File: src/rtl/serdac_pkg.sv
package serdac_pkg;
  // bit positions of the serial pins inside the synchronized bus
  localparam int PIN_DIN  = 0;
  localparam int PIN_SCLK = 1;
  localparam int PIN_CS_N = 2;
  localparam int PIN_CNT  = 3;

  // idle level of the pins: select high, clock low, data low
  localparam logic [PIN_CNT-1:0] PIN_IDLE = 3'b100;
endpackage

File: src/rtl/serdac_sync.sv
module serdac_sync #(
  parameter int W = 3,
  parameter int STAGES = 2,
  parameter logic [W-1:0] IDLE = '0
) (
  input  logic         clk,
  input  logic         rst_n,
  input  logic [W-1:0] d,
  output logic [W-1:0] q,
  output logic [W-1:0] rise,
  output logic [W-1:0] fall
);
  logic [W-1:0] stage [STAGES];
  logic [W-1:0] prev;

  genvar g;
  generate
    for (g = 0; g < STAGES; g++) begin : g_stage
      if (g == 0) begin : g_first
        always_ff @(posedge clk or negedge rst_n)
          if (!rst_n) stage[g] <= IDLE;
          else        stage[g] <= d;
      end else begin : g_next
        always_ff @(posedge clk or negedge rst_n)
          if (!rst_n) stage[g] <= IDLE;
          else        stage[g] <= stage[g-1];
      end
    end
  endgenerate

  always_ff @(posedge clk or negedge rst_n)
    if (!rst_n) prev <= IDLE;
    else        prev <= stage[STAGES-1];

  assign q    = stage[STAGES-1];
  assign rise = q & ~prev;
  assign fall = ~q & prev;
endmodule

File: src/rtl/serdac_shifter.sv
module serdac_shifter #(
  parameter int DATA_W = 16
) (
  input  logic              clk,
  input  logic              rst_n,
  input  logic              cs_lo,
  input  logic              cs_fall,
  input  logic              sclk_rise,
  input  logic              din,
  output logic [DATA_W-1:0] word,
  output logic              count_ok
);
  localparam int CNT_W = $clog2(DATA_W) + 1;
  localparam logic [CNT_W-1:0] CNT_MAX  = '1;
  localparam logic [CNT_W-1:0] CNT_FULL = CNT_W'(DATA_W);

  logic [CNT_W-1:0] bit_cnt;

  always_ff @(posedge clk or negedge rst_n)
    if (!rst_n) begin
      bit_cnt <= '0;
      word    <= '0;
    end else if (cs_fall) begin
      bit_cnt <= '0;
    end else if (cs_lo && sclk_rise) begin
      word <= {word[DATA_W-2:0], din};
      // saturate so that long frames never wrap back to the full count
      if (bit_cnt != CNT_MAX) bit_cnt <= bit_cnt + 1'b1;
    end

  assign count_ok = (bit_cnt == CNT_FULL);
endmodule

File: src/rtl/serdac_latch.sv
module serdac_latch #(
  parameter int DATA_W = 16,
  parameter logic [DATA_W-1:0] RESET_CODE = '0
) (
  input  logic              clk,
  input  logic              rst_n,
  input  logic              clr_n,
  input  logic              frame_end,
  input  logic              count_ok,
  input  logic [DATA_W-1:0] word,
  output logic [DATA_W-1:0] code,
  output logic              valid,
  output logic              err
);
  logic code_rst_n;
  assign code_rst_n = rst_n & clr_n;

  always_ff @(posedge clk or negedge code_rst_n)
    if (!code_rst_n) begin
      code  <= RESET_CODE;
      valid <= 1'b0;
    end else begin
      valid <= frame_end && count_ok;
      if (frame_end && count_ok) code <= word;
    end

  always_ff @(posedge clk or negedge rst_n)
    if (!rst_n)         err <= 1'b0;
    else if (frame_end) err <= !count_ok;
endmodule

File: src/rtl/serdac_front.sv
module serdac_front #(
  parameter int DATA_W = 16,
  parameter bit BIPOLAR = 1'b1,
  parameter int SYNC_STAGES = 2
) (
  input  logic              clk,
  input  logic              rst_n,
  input  logic              clr_n,
  input  logic              cs_n,
  input  logic              sclk,
  input  logic              din,
  output logic [DATA_W-1:0] dac_code,
  output logic              dac_valid,
  output logic              frame_err
);
  import serdac_pkg::*;

  localparam logic [DATA_W-1:0] RESET_CODE =
    BIPOLAR ? {1'b1, {(DATA_W-1){1'b0}}} : '0;

  logic [PIN_CNT-1:0] pins_q, pins_rise, pins_fall;
  logic               cs_hi;
  logic [DATA_W-1:0]  shift_q;
  logic               count_ok;

  serdac_sync #(.W(PIN_CNT), .STAGES(SYNC_STAGES), .IDLE(PIN_IDLE)) u_sync (
    .clk  (clk),
    .rst_n(rst_n),
    .d    ({cs_n, sclk, din}),
    .q    (pins_q),
    .rise (pins_rise),
    .fall (pins_fall)
  );

  assign cs_hi = pins_q[PIN_CS_N];

  serdac_shifter #(.DATA_W(DATA_W)) u_shift (
    .clk      (clk),
    .rst_n    (rst_n),
    .cs_lo    (!cs_hi),
    .cs_fall  (pins_fall[PIN_CS_N]),
    .sclk_rise(pins_rise[PIN_SCLK]),
    .din      (pins_q[PIN_DIN]),
    .word     (shift_q),
    .count_ok (count_ok)
  );

  serdac_latch #(.DATA_W(DATA_W), .RESET_CODE(RESET_CODE)) u_latch (
    .clk      (clk),
    .rst_n    (rst_n),
    .clr_n    (clr_n),
    .frame_end(pins_rise[PIN_CS_N]),
    .count_ok (count_ok),
    .word     (shift_q),
    .code     (dac_code),
    .valid    (dac_valid),
    .err      (frame_err)
  );
endmodule

File: config.mk
export PLATFORM = sky130hd
export DESIGN_NAME = serdac_front
export DESIGN_NICKNAME = d
export VERILOG_FILES = /design/src/rtl/serdac_pkg.sv /design/src/rtl/serdac_sync.sv /design/src/rtl/serdac_shifter.sv /design/src/rtl/serdac_latch.sv /design/src/rtl/serdac_front.sv
export SDC_FILE = /design/constraint.sdc
export NUM_CORES = 1
export LEC_CHECK = 0
export BUFFER_PORTS_ARGS = -buffer_cell sky130_fd_sc_hd__buf_2
export CELL_PAD_IN_SITES_DETAIL_PLACEMENT = 1
export CELL_PAD_IN_SITES_GLOBAL_PLACEMENT = 2
export CORE_ASPECT_RATIO = 1.75
export CORE_UTILIZATION = 44
export DETAILED_ROUTE_END_ITERATION = 10
export PLACE_DENSITY_LB_ADDON = 0.1
export SYNTH_ARGS = -nofsm -noshare
export SYNTH_HDL_FRONTEND = slang
export SYNTH_SLANG_ARGS = --single-unit
File: constraint.sdc
create_clock -name clk -period 5.1 [get_ports clk]
set_input_delay 0.765 -clock clk [delete_from_list [all_inputs] [get_ports clk]]
set_output_delay 0.765 -clock clk [all_outputs]
set_load 0.1 [all_outputs]
==> results of run 1 <==
power groups by stage:
stage | clock (W) | combinational, W | sequential (W)
floorplan | 0 | 0.0000293 | 0.000413
global placement | 0 | 0.0000393 | 0.000417
detailed placement | 0 | 0.0000410 | 0.000419
CTS | 0.000219 | 0.0000413 | 0.000411
global route | 0.000233 | 0.0000446 | 0.000415
finish | 0.000208 | 0.0000397 | 0.000411
metal layers:
| layer | share of wire | wire length (microns) | track usage |
|---|---|---|---|
| met1 | 0.40 | 1190 | 0.203 |
| met2 | 0.56 | 1670 | 0.286 |
| met5 | 0 | 0 | 0 |
| met3 | 0.029 | 88 | 0.0401 |
| met4 | 0.017 | 51 | 0.0682 |
cells by family after synthesis:
family                     after synthesis  synth area share
buffers and inverters                    6            0.0184
xor gates and xnor gates                 1           0.00477
adders and majority gates                3            0.0204
and+or+nand+nor                         15            0.0709
DFF                                     47             0.643
muxes                                   35             0.230
AOI/OAI and AO/OA                        3            0.0129
synthesized netlist by cell type, drive strengths merged:
library cell | number | share of area
a31o | 1 | 0.0048
mux2 | 33 | 0.22
xnor2 | 1 | 0.0048
nor2b | 2 | 0.0068
dfrtp | 43 | 0.59
and3 | 1 | 0.0034
buf | 2 | 0.010
ha | 3 | 0.020
inv | 4 | 0.0082
nor2 | 6 | 0.012
nand4 | 2 | 0.015
and2b | 1 | 0.0041
o21a | 1 | 0.0041
dfstp | 4 | 0.057
nor4b | 2 | 0.026
a211oi | 1 | 0.0041
mux2i | 2 | 0.011
and2 | 1 | 0.0034
flip-flops by register name, summed over array words and instances, names as in the netlist:
signal / count
u_latch.code: 16
u_shift.bit_cnt: 5
u_latch.valid: 1
u_sync.prev: 2
u_sync.stage: 3
u_sync.q: 3
u_shift.word: 16
u_latch.err: 1
per-stage QoR:
| stage | std cells | util | worst slack (ns) | total power [W] |
|---|---|---|---|---|
| after global routing | 187 | 0.526 | 2.91 | 0.000693 |
| after detailed placement | 179 | 0.506 | 2.96 | 0.000460 |
| final | 187 | 0.526 | 3.05 | 0.000658 |
| after global placement | 179 | 0.506 | 3.03 | 0.000457 |
| after CTS | 187 | 0.526 | 3.01 | 0.000672 |
| after floorplan | 110 | - | 3.20 | 0.000442 |
how the worst min path moves through the flow:
stage               slack [ns]                      start  cells after the start               endpoint
detailed placement        0.35  u_sync.stage[5]$_DFF_PN1_                      0  u_sync.q[2]$_DFF_PN1_
global route              0.36  u_sync.stage[5]$_DFF_PN1_                      0  u_sync.q[2]$_DFF_PN1_
global placement          0.33  u_sync.stage[4]$_DFF_PN0_                      0  u_sync.q[1]$_DFF_PN0_
CTS                       0.36  u_sync.stage[5]$_DFF_PN1_                      0  u_sync.q[2]$_DFF_PN1_
finish                    0.36  u_sync.stage[3]$_DFF_PN0_                      0  u_sync.q[0]$_DFF_PN0_
floorplan                 0.33  u_sync.stage[3]$_DFF_PN0_                      0  u_sync.q[0]$_DFF_PN0_
area by class of cell:
class                      count  area [sq um]  area share
timing repair buffer          23           115      0.0555
multi-input combinational     57           622       0.300
inverter                       4          15.0     0.00724
tap                           48          60.1      0.0290
clock buffer                   8          80.1      0.0386
sequential                    47          1180       0.570
==> flow_metrics.tcl, run 1 <==
set metrics [dict create \
    outcome "finished clean" \
    switching_share 0.222 \
    cts.repair_timing.setup_buffer_count 0 \
    synth-seq-area-share 0.643 \
    p_clk_frac 0.316 \
    cp_top_family "simple AND/OR/NAND/NOR gates" \
    floorplan.io_pins 24 \
    synth_area_sq_um 1840 \
    cts_max_path_buffers 2 \
    postSynthAreaPerCell_sq_um 16.7 \
    worst_clock_skew_ns 0.00687 \
    r2r-start "u_shift.bit_cnt[0]$_DFFE_PN0P_" \
    final-hold-violation-count 0 \
    routed_wl_microns 3000 \
    crit_slowest_cell "sky130_fd_sc_hd__nor4b_4" \
    placeableCoreArea_sq_um 3940 \
    cp_data_required_time_ns 5.28 \
    timing.reg2reg.worst_path_depth 6 \
    finalSetupTns_ns 0 \
    number_of_vias_in_the_routed_layout 955 \
    share_of_layout_cells_above_drive_strength_1 0.496 \
    die_height_microns 87.5 \
    final.min_clock_period_ns 2.05 \
    core.rowCount 30 \
    cts_root_buffer "sky130_fd_sc_hd__clkbuf_8" \
    rr_endpoint "u_shift.bit_cnt[3]$_DFFE_PN0P_" \
    globalplace.congestion 0.659 \
    p_sw_w 0.000146 \
    cts-resized-gates 0 \
    antenna_cells 0 \
    global_route_wire_length_before_repair_microns 5360 \
    combPwrFrac 0.060 \
    worstSetupPathType "flip-flop to flip-flop" \
    postSynthCellCount 110 \
    antenna_violating_nets_post_route 0 \
    max_clock_freq_ghz 0.487 \
    fp.dieW_microns 50.8 \
    yosys_register_bits 47 \
    tritoncts.num_buffers 5 \
    tritoncts "done" \
    placedInstanceArea_sq_um 1990 \
    worstPathArrival_ns 2.23 \
    cap_viol_max_count 0 \
    place.port_buffers 23 \
    timing_max_transition_violations_final 0 \
    grt_pass1_vias 1033 \
    area_delta_synth_final_pct 12.9 \
    worst_skew_pair.late_latency_ns 0.29 \
    critical_path.startpoint_type "flip-flop" \
    initial_core_util 0.466 \
    final_cell_mix "sky130_fd_sc_hd__dfrtp_1, sky130_fd_sc_hd__mux2_2, sky130_fd_sc_hd__buf_2" \
    grt_max_degree 32 \
    worst_hold_slack_ns 0.358 \
    grt_remaining_overflow 0 \
    pwr_density_cell_nw_per_um2 317 \
    clock_net_sink_count 47 \
    layout_commonest_cell "sky130_fd_sc_hd__dfrtp_1" \
    syn_warnings 0 \
    drc 0 \
    antenna_violations_before_repair 0 \
    critical_path_depth 6 \
    peakVddDrop_mv 0.285 \
    design.die.area_sq_um 4450 \
    stdcell_area_sq_um 2070 \
    fillCellCount 396 \
    grtUsageTotal 0.169 \
    power_report.internal_total_w 0.000512 \
    power_leakage_nw 1.08 \
    timing.final.crit_share 0.403 \
    min-delay-path-class "flip-flop to flip-flop" \
    syn-num-nets 119 \
    netlist-cell-type-count 21 \
    finalSetupViolations 0 \
    clkSlewWorstSetupHoldPaths_ns 0.08 \
    timing_worst_slew_pin_value_ns 1.07 \
    sequentialPowerShare 0.624 \
    path_max_fanout 6 \
    timing.critical_path.to_type "flip-flop" \
    cts_hold_buf 0 \
    wl_per_cell_microns 16.0 \
    crit_path_largest_cell_delay_ns 0.43 \
    ctsHtreeMaxLevel 2 \
    endpoint "u_shift.bit_cnt[3]$_DFFE_PN0P_" \
    crit_start "u_shift.bit_cnt[0]$_DFFE_PN0P_" \
    layout.nets 147 \
    rsz0062_at_grt "no" \
    post_drt_via_cell_ratio 5.11 \
    cp_cell_sequence "ha_1 -> and3_1 -> ha_1 -> nor4b_4 -> nand4_1 -> mux2_2" \
    critical_path.n_buffers_inverters 0 \
    most_numerous_cell_on_the_critical_path "sky130_fd_sc_hd__ha_1" \
    dpl_wire_length_microns 2130 \
    r2r_slack_ns 3.05 \
    slew_headroom 0.286 \
    detailedRoute.firstIterationViolations 1 \
    first_pass_iters 3 \
]
Power figures use the tool's default switching activity.
==> run 2: changes to the inputs <==
--- a/config.mk
+++ b/config.mk
@@ -9,7 +9,7 @@
 export CELL_PAD_IN_SITES_DETAIL_PLACEMENT = 1
 export CELL_PAD_IN_SITES_GLOBAL_PLACEMENT = 2
 export CORE_ASPECT_RATIO = 1.75
-export CORE_UTILIZATION = 44
+export CORE_UTILIZATION = 37
 export DETAILED_ROUTE_END_ITERATION = 10
 export PLACE_DENSITY_LB_ADDON = 0.1
 export SYNTH_ARGS = -nofsm -noshare
==> constraint.sdc (replaced) <==
create_clock -name clk -period 1.7 [get_ports clk]
set_input_delay 0.255 -clock clk [delete_from_list [all_inputs] [get_ports clk]]
set_output_delay 0.255 -clock clk [all_outputs]
set_load 0.1 [all_outputs]
==> run 2 against run 1 <==
Via count rose by 8.6%. Routed wire length rose by 13%. Register-to-register slack worse by 3.1 ns. Total power increased to 3.3 times the previous value. The run now ends with negative setup slack left. Utilization is 3.7 points lower. First-iteration DRC count grew to 18 times the previous value. Worst hold slack got worse by 0.30 ns. Setup slack worse by 3.1 ns. Clock-buffer cell count fell by 3. Non-clock buffer count up 18. Combinational power rose to 4.3 times the previous value. Global-route usage down 2.0 points.
==> flow_metrics.tcl, run 2 (same netlist as run 1, synthesis figures left out) <==
set metrics [dict create \
    placeableCoreArea_sq_um 4710 \
    clock_net_sink_count 47 \
    rr_endpoint "u_shift.bit_cnt[1]$_DFFE_PN0P_" \
    design.die.area_sq_um 5260 \
    cts_max_path_buffers 2 \
    timing_worst_slew_pin_value_ns 0.491 \
    tritoncts "done" \
    first_pass_iters 2 \
    antenna_violating_nets_post_route 0 \
    min_delay_worst_endpoint "u_sync.stage[5]$_DFF_PN1_" \
    drc 0 \
    fp.dieW_microns 55.3 \
    worst_hold_path.num_cells 1 \
    final.min_clock_period_ns 1.80 \
    worstSetupPathType "flip-flop to flip-flop" \
    worstPathArrival_ns 1.98 \
    r2r-start "u_shift.bit_cnt[1]$_DFFE_PN0P_" \
    timing.reg2reg.worst_path_depth 8 \
    cp_data_required_time_ns 1.89 \
    tritoncts.num_buffers 5 \
    outcome "finished, violations left" \
    timing.critical_path.to_type "flip-flop" \
    worst_skew_pair.late_latency_ns 0.29 \
    timing.final.crit_share 1.06 \
    place.port_buffers 23 \
    peakVddDrop_mv 0.817 \
    report.power.total_w 0.00219 \
    cts_root_buffer "sky130_fd_sc_hd__clkbuf_8" \
    finalSetupViolations 5 \
    final_cell_mix "sky130_fd_sc_hd__dfrtp_1, sky130_fd_sc_hd__mux2_2, sky130_fd_sc_hd__buf_2" \
    fillCellCount 495 \
    reg_top3 "u_latch.code: 16 flops, u_shift.word: 16 flops, u_shift.bit_cnt: 5 flops" \
    initial_core_util 0.390 \
    antenna_cells 0 \
    min-delay-path-class "primary input to flip-flop" \
    violated_checks "negative setup slack" \
    routed_wl_microns 3380 \
    area_delta_synth_final_pct 25.4 \
    detailedRoute.firstIterationViolations 18 \
    share_of_layout_cells_above_drive_strength_1 0.580 \
    clkSlewWorstSetupHoldPaths_ns 0.09 \
    global_route_wire_length_before_repair_microns 5900 \
    max_clock_freq_ghz 0.557 \
    pwr_density_cell_nw_per_um2 953 \
    number_of_vias_in_the_routed_layout 1037 \
    layout.nets 165 \
    globalplace.congestion 0.790 \
    instances_no_fill 209 \
    post_drt_via_cell_ratio 4.96 \
    grt_pass1_vias 1198 \
    path_max_fanout 3 \
    dpl_wire_length_microns 2430 \
    final-hold-violation-count 0 \
    layout_commonest_cell "sky130_fd_sc_hd__dfrtp_1" \
    power_leakage_nw 1.20 \
    hold_start "cs_n" \
    finalWorstSetupSlack_ns -0.0958 \
    cap_viol_max_count 0 \
    floorplan.io_pins 24 \
    rsz0062_at_grt "yes" \
    critical_path.startpoint_type "flip-flop" \
    antenna_violations_before_repair 0 \
    r2r_slack_ns -0.1 \
    numPlacedInstances 195 \
    ctsHtreeMaxLevel 2 \
    slew_headroom 0.675 \
    wl_per_cell_microns 16.1 \
    grtUsageTotal 0.148 \
    core.rowCount 33 \
    timing_max_transition_violations_final 0 \
    worst_clock_skew_ns 0.0124 \
    grt_remaining_overflow 0 \
    die_height_microns 95.2 \
    grt_max_degree 22 \
]
run 2: cell count changes in the layout (fill, tap and decap cells not counted), moves of 2 or more:
cell / before / now
sky130_fd_sc_hd__buf_4: 0 / 13
sky130_fd_sc_hd__clkbuf_1: 3 / 0
sky130_fd_sc_hd__buf_12: 0 / 2
sky130_fd_sc_hd__dlygate4sd3_1: 0 / 2
sky130_fd_sc_hd__ha_1: 3 / 1
run 2: worst max-delay path by stage:
| stage | depth (start not counted) | from | slack, ns | end |
|---|---|---|---|---|
| 2_1_floorplan | 6 | u_shift.bit_cnt[0]$_DFFE_PN0P_ | -0.17 | u_shift.bit_cnt[3]$_DFFE_PN0P_ |
| 3_3_place_gp | 6 | u_shift.bit_cnt[1]$_DFFE_PN0P_ | -0.05 | u_shift.bit_cnt[3]$_DFFE_PN0P_ |
| 3_5_place_dp | 6 | u_shift.bit_cnt[1]$_DFFE_PN0P_ | -0.16 | u_shift.bit_cnt[3]$_DFFE_PN0P_ |
| 4_1_cts | 8 | u_shift.bit_cnt[0]$_DFFE_PN0P_ | -0.1 | u_shift.bit_cnt[1]$_DFFE_PN0P_ |
| 5_1_grt | 8 | u_shift.bit_cnt[0]$_DFFE_PN0P_ | -0.20 | u_shift.bit_cnt[1]$_DFFE_PN0P_ |
| 6_report | 8 | u_shift.bit_cnt[1]$_DFFE_PN0P_ | -0.1 | u_shift.bit_cnt[1]$_DFFE_PN0P_ |
run 2: cell type report:
class | count | area (sq um) | share of cell area
flip-flops and latches | 47 | 1180 | 0.513
inverters | 4 | 15.0 | 0.00652
clock inverters | 3 | 43.8 | 0.0190
repair buffers | 41 | 284 | 0.123
multi-input cells | 57 | 646 | 0.280
clock buffers | 5 | 68.8 | 0.0299
well taps | 52 | 65.1 | 0.0282
run 2: worst max-delay path, cell delays in order (launching register included):
cell,delay (ns)
sky130_fd_sc_hd__dfrtp_1,0.40
sky130_fd_sc_hd__ha_2,0.18
sky130_fd_sc_hd__and3_4,0.18
sky130_fd_sc_hd__ha_4,0.15
sky130_fd_sc_hd__nor4b_4,0.23
sky130_fd_sc_hd__buf_4,0.17
sky130_fd_sc_hd__buf_4,0.10
sky130_fd_sc_hd__mux2i_1,0.20
sky130_fd_sc_hd__nor2_1,0.07
run 2: power by group:
group / switching (W) / internal [W] / leakage (nW)
Clock: 0.000360 / 0.000438 / 0.0581
Combinational: 0.0000752 / 0.0000948 / 0.525
Sequential: 0.0000443 / 0.00118 / 0.616
run 2: through the flow:
step	instance area (sq um)	hold WS, ns	setup TNS, ns	util	setup slack (ns)
after floorplan	1860	-0.0406	-0.305	-	-0.171
after detailed placement	2120	0.134	-0.718	0.451	-0.158
after global placement	2120	0.131	-0.108	0.451	-0.0507
after global routing	2300	0.0459	-0.728	0.489	-0.198
final	2300	0.0576	-0.259	0.489	-0.0958
after CTS	2290	0.0475	-0.358	0.486	-0.0978
run 2: timing repair:
| action | in CTS | in global routing |
|---|---|---|
| resized for setup | 2 | 0 |
| hold buffers | 2 | 0 |
| setup buffers | 2 | 2 |
| hold endpoints to repair | 20 | 0 |
| pin swaps | 3 | 0 |
| setup endpoints to repair | 20 | 5 |
run 2: layer usage:
metal,share of wire,GRT usage
met5,0,0
met1,0.40,0.182
met4,0.019,0.0625
met2,0.56,0.258
met3,0.022,0.0244
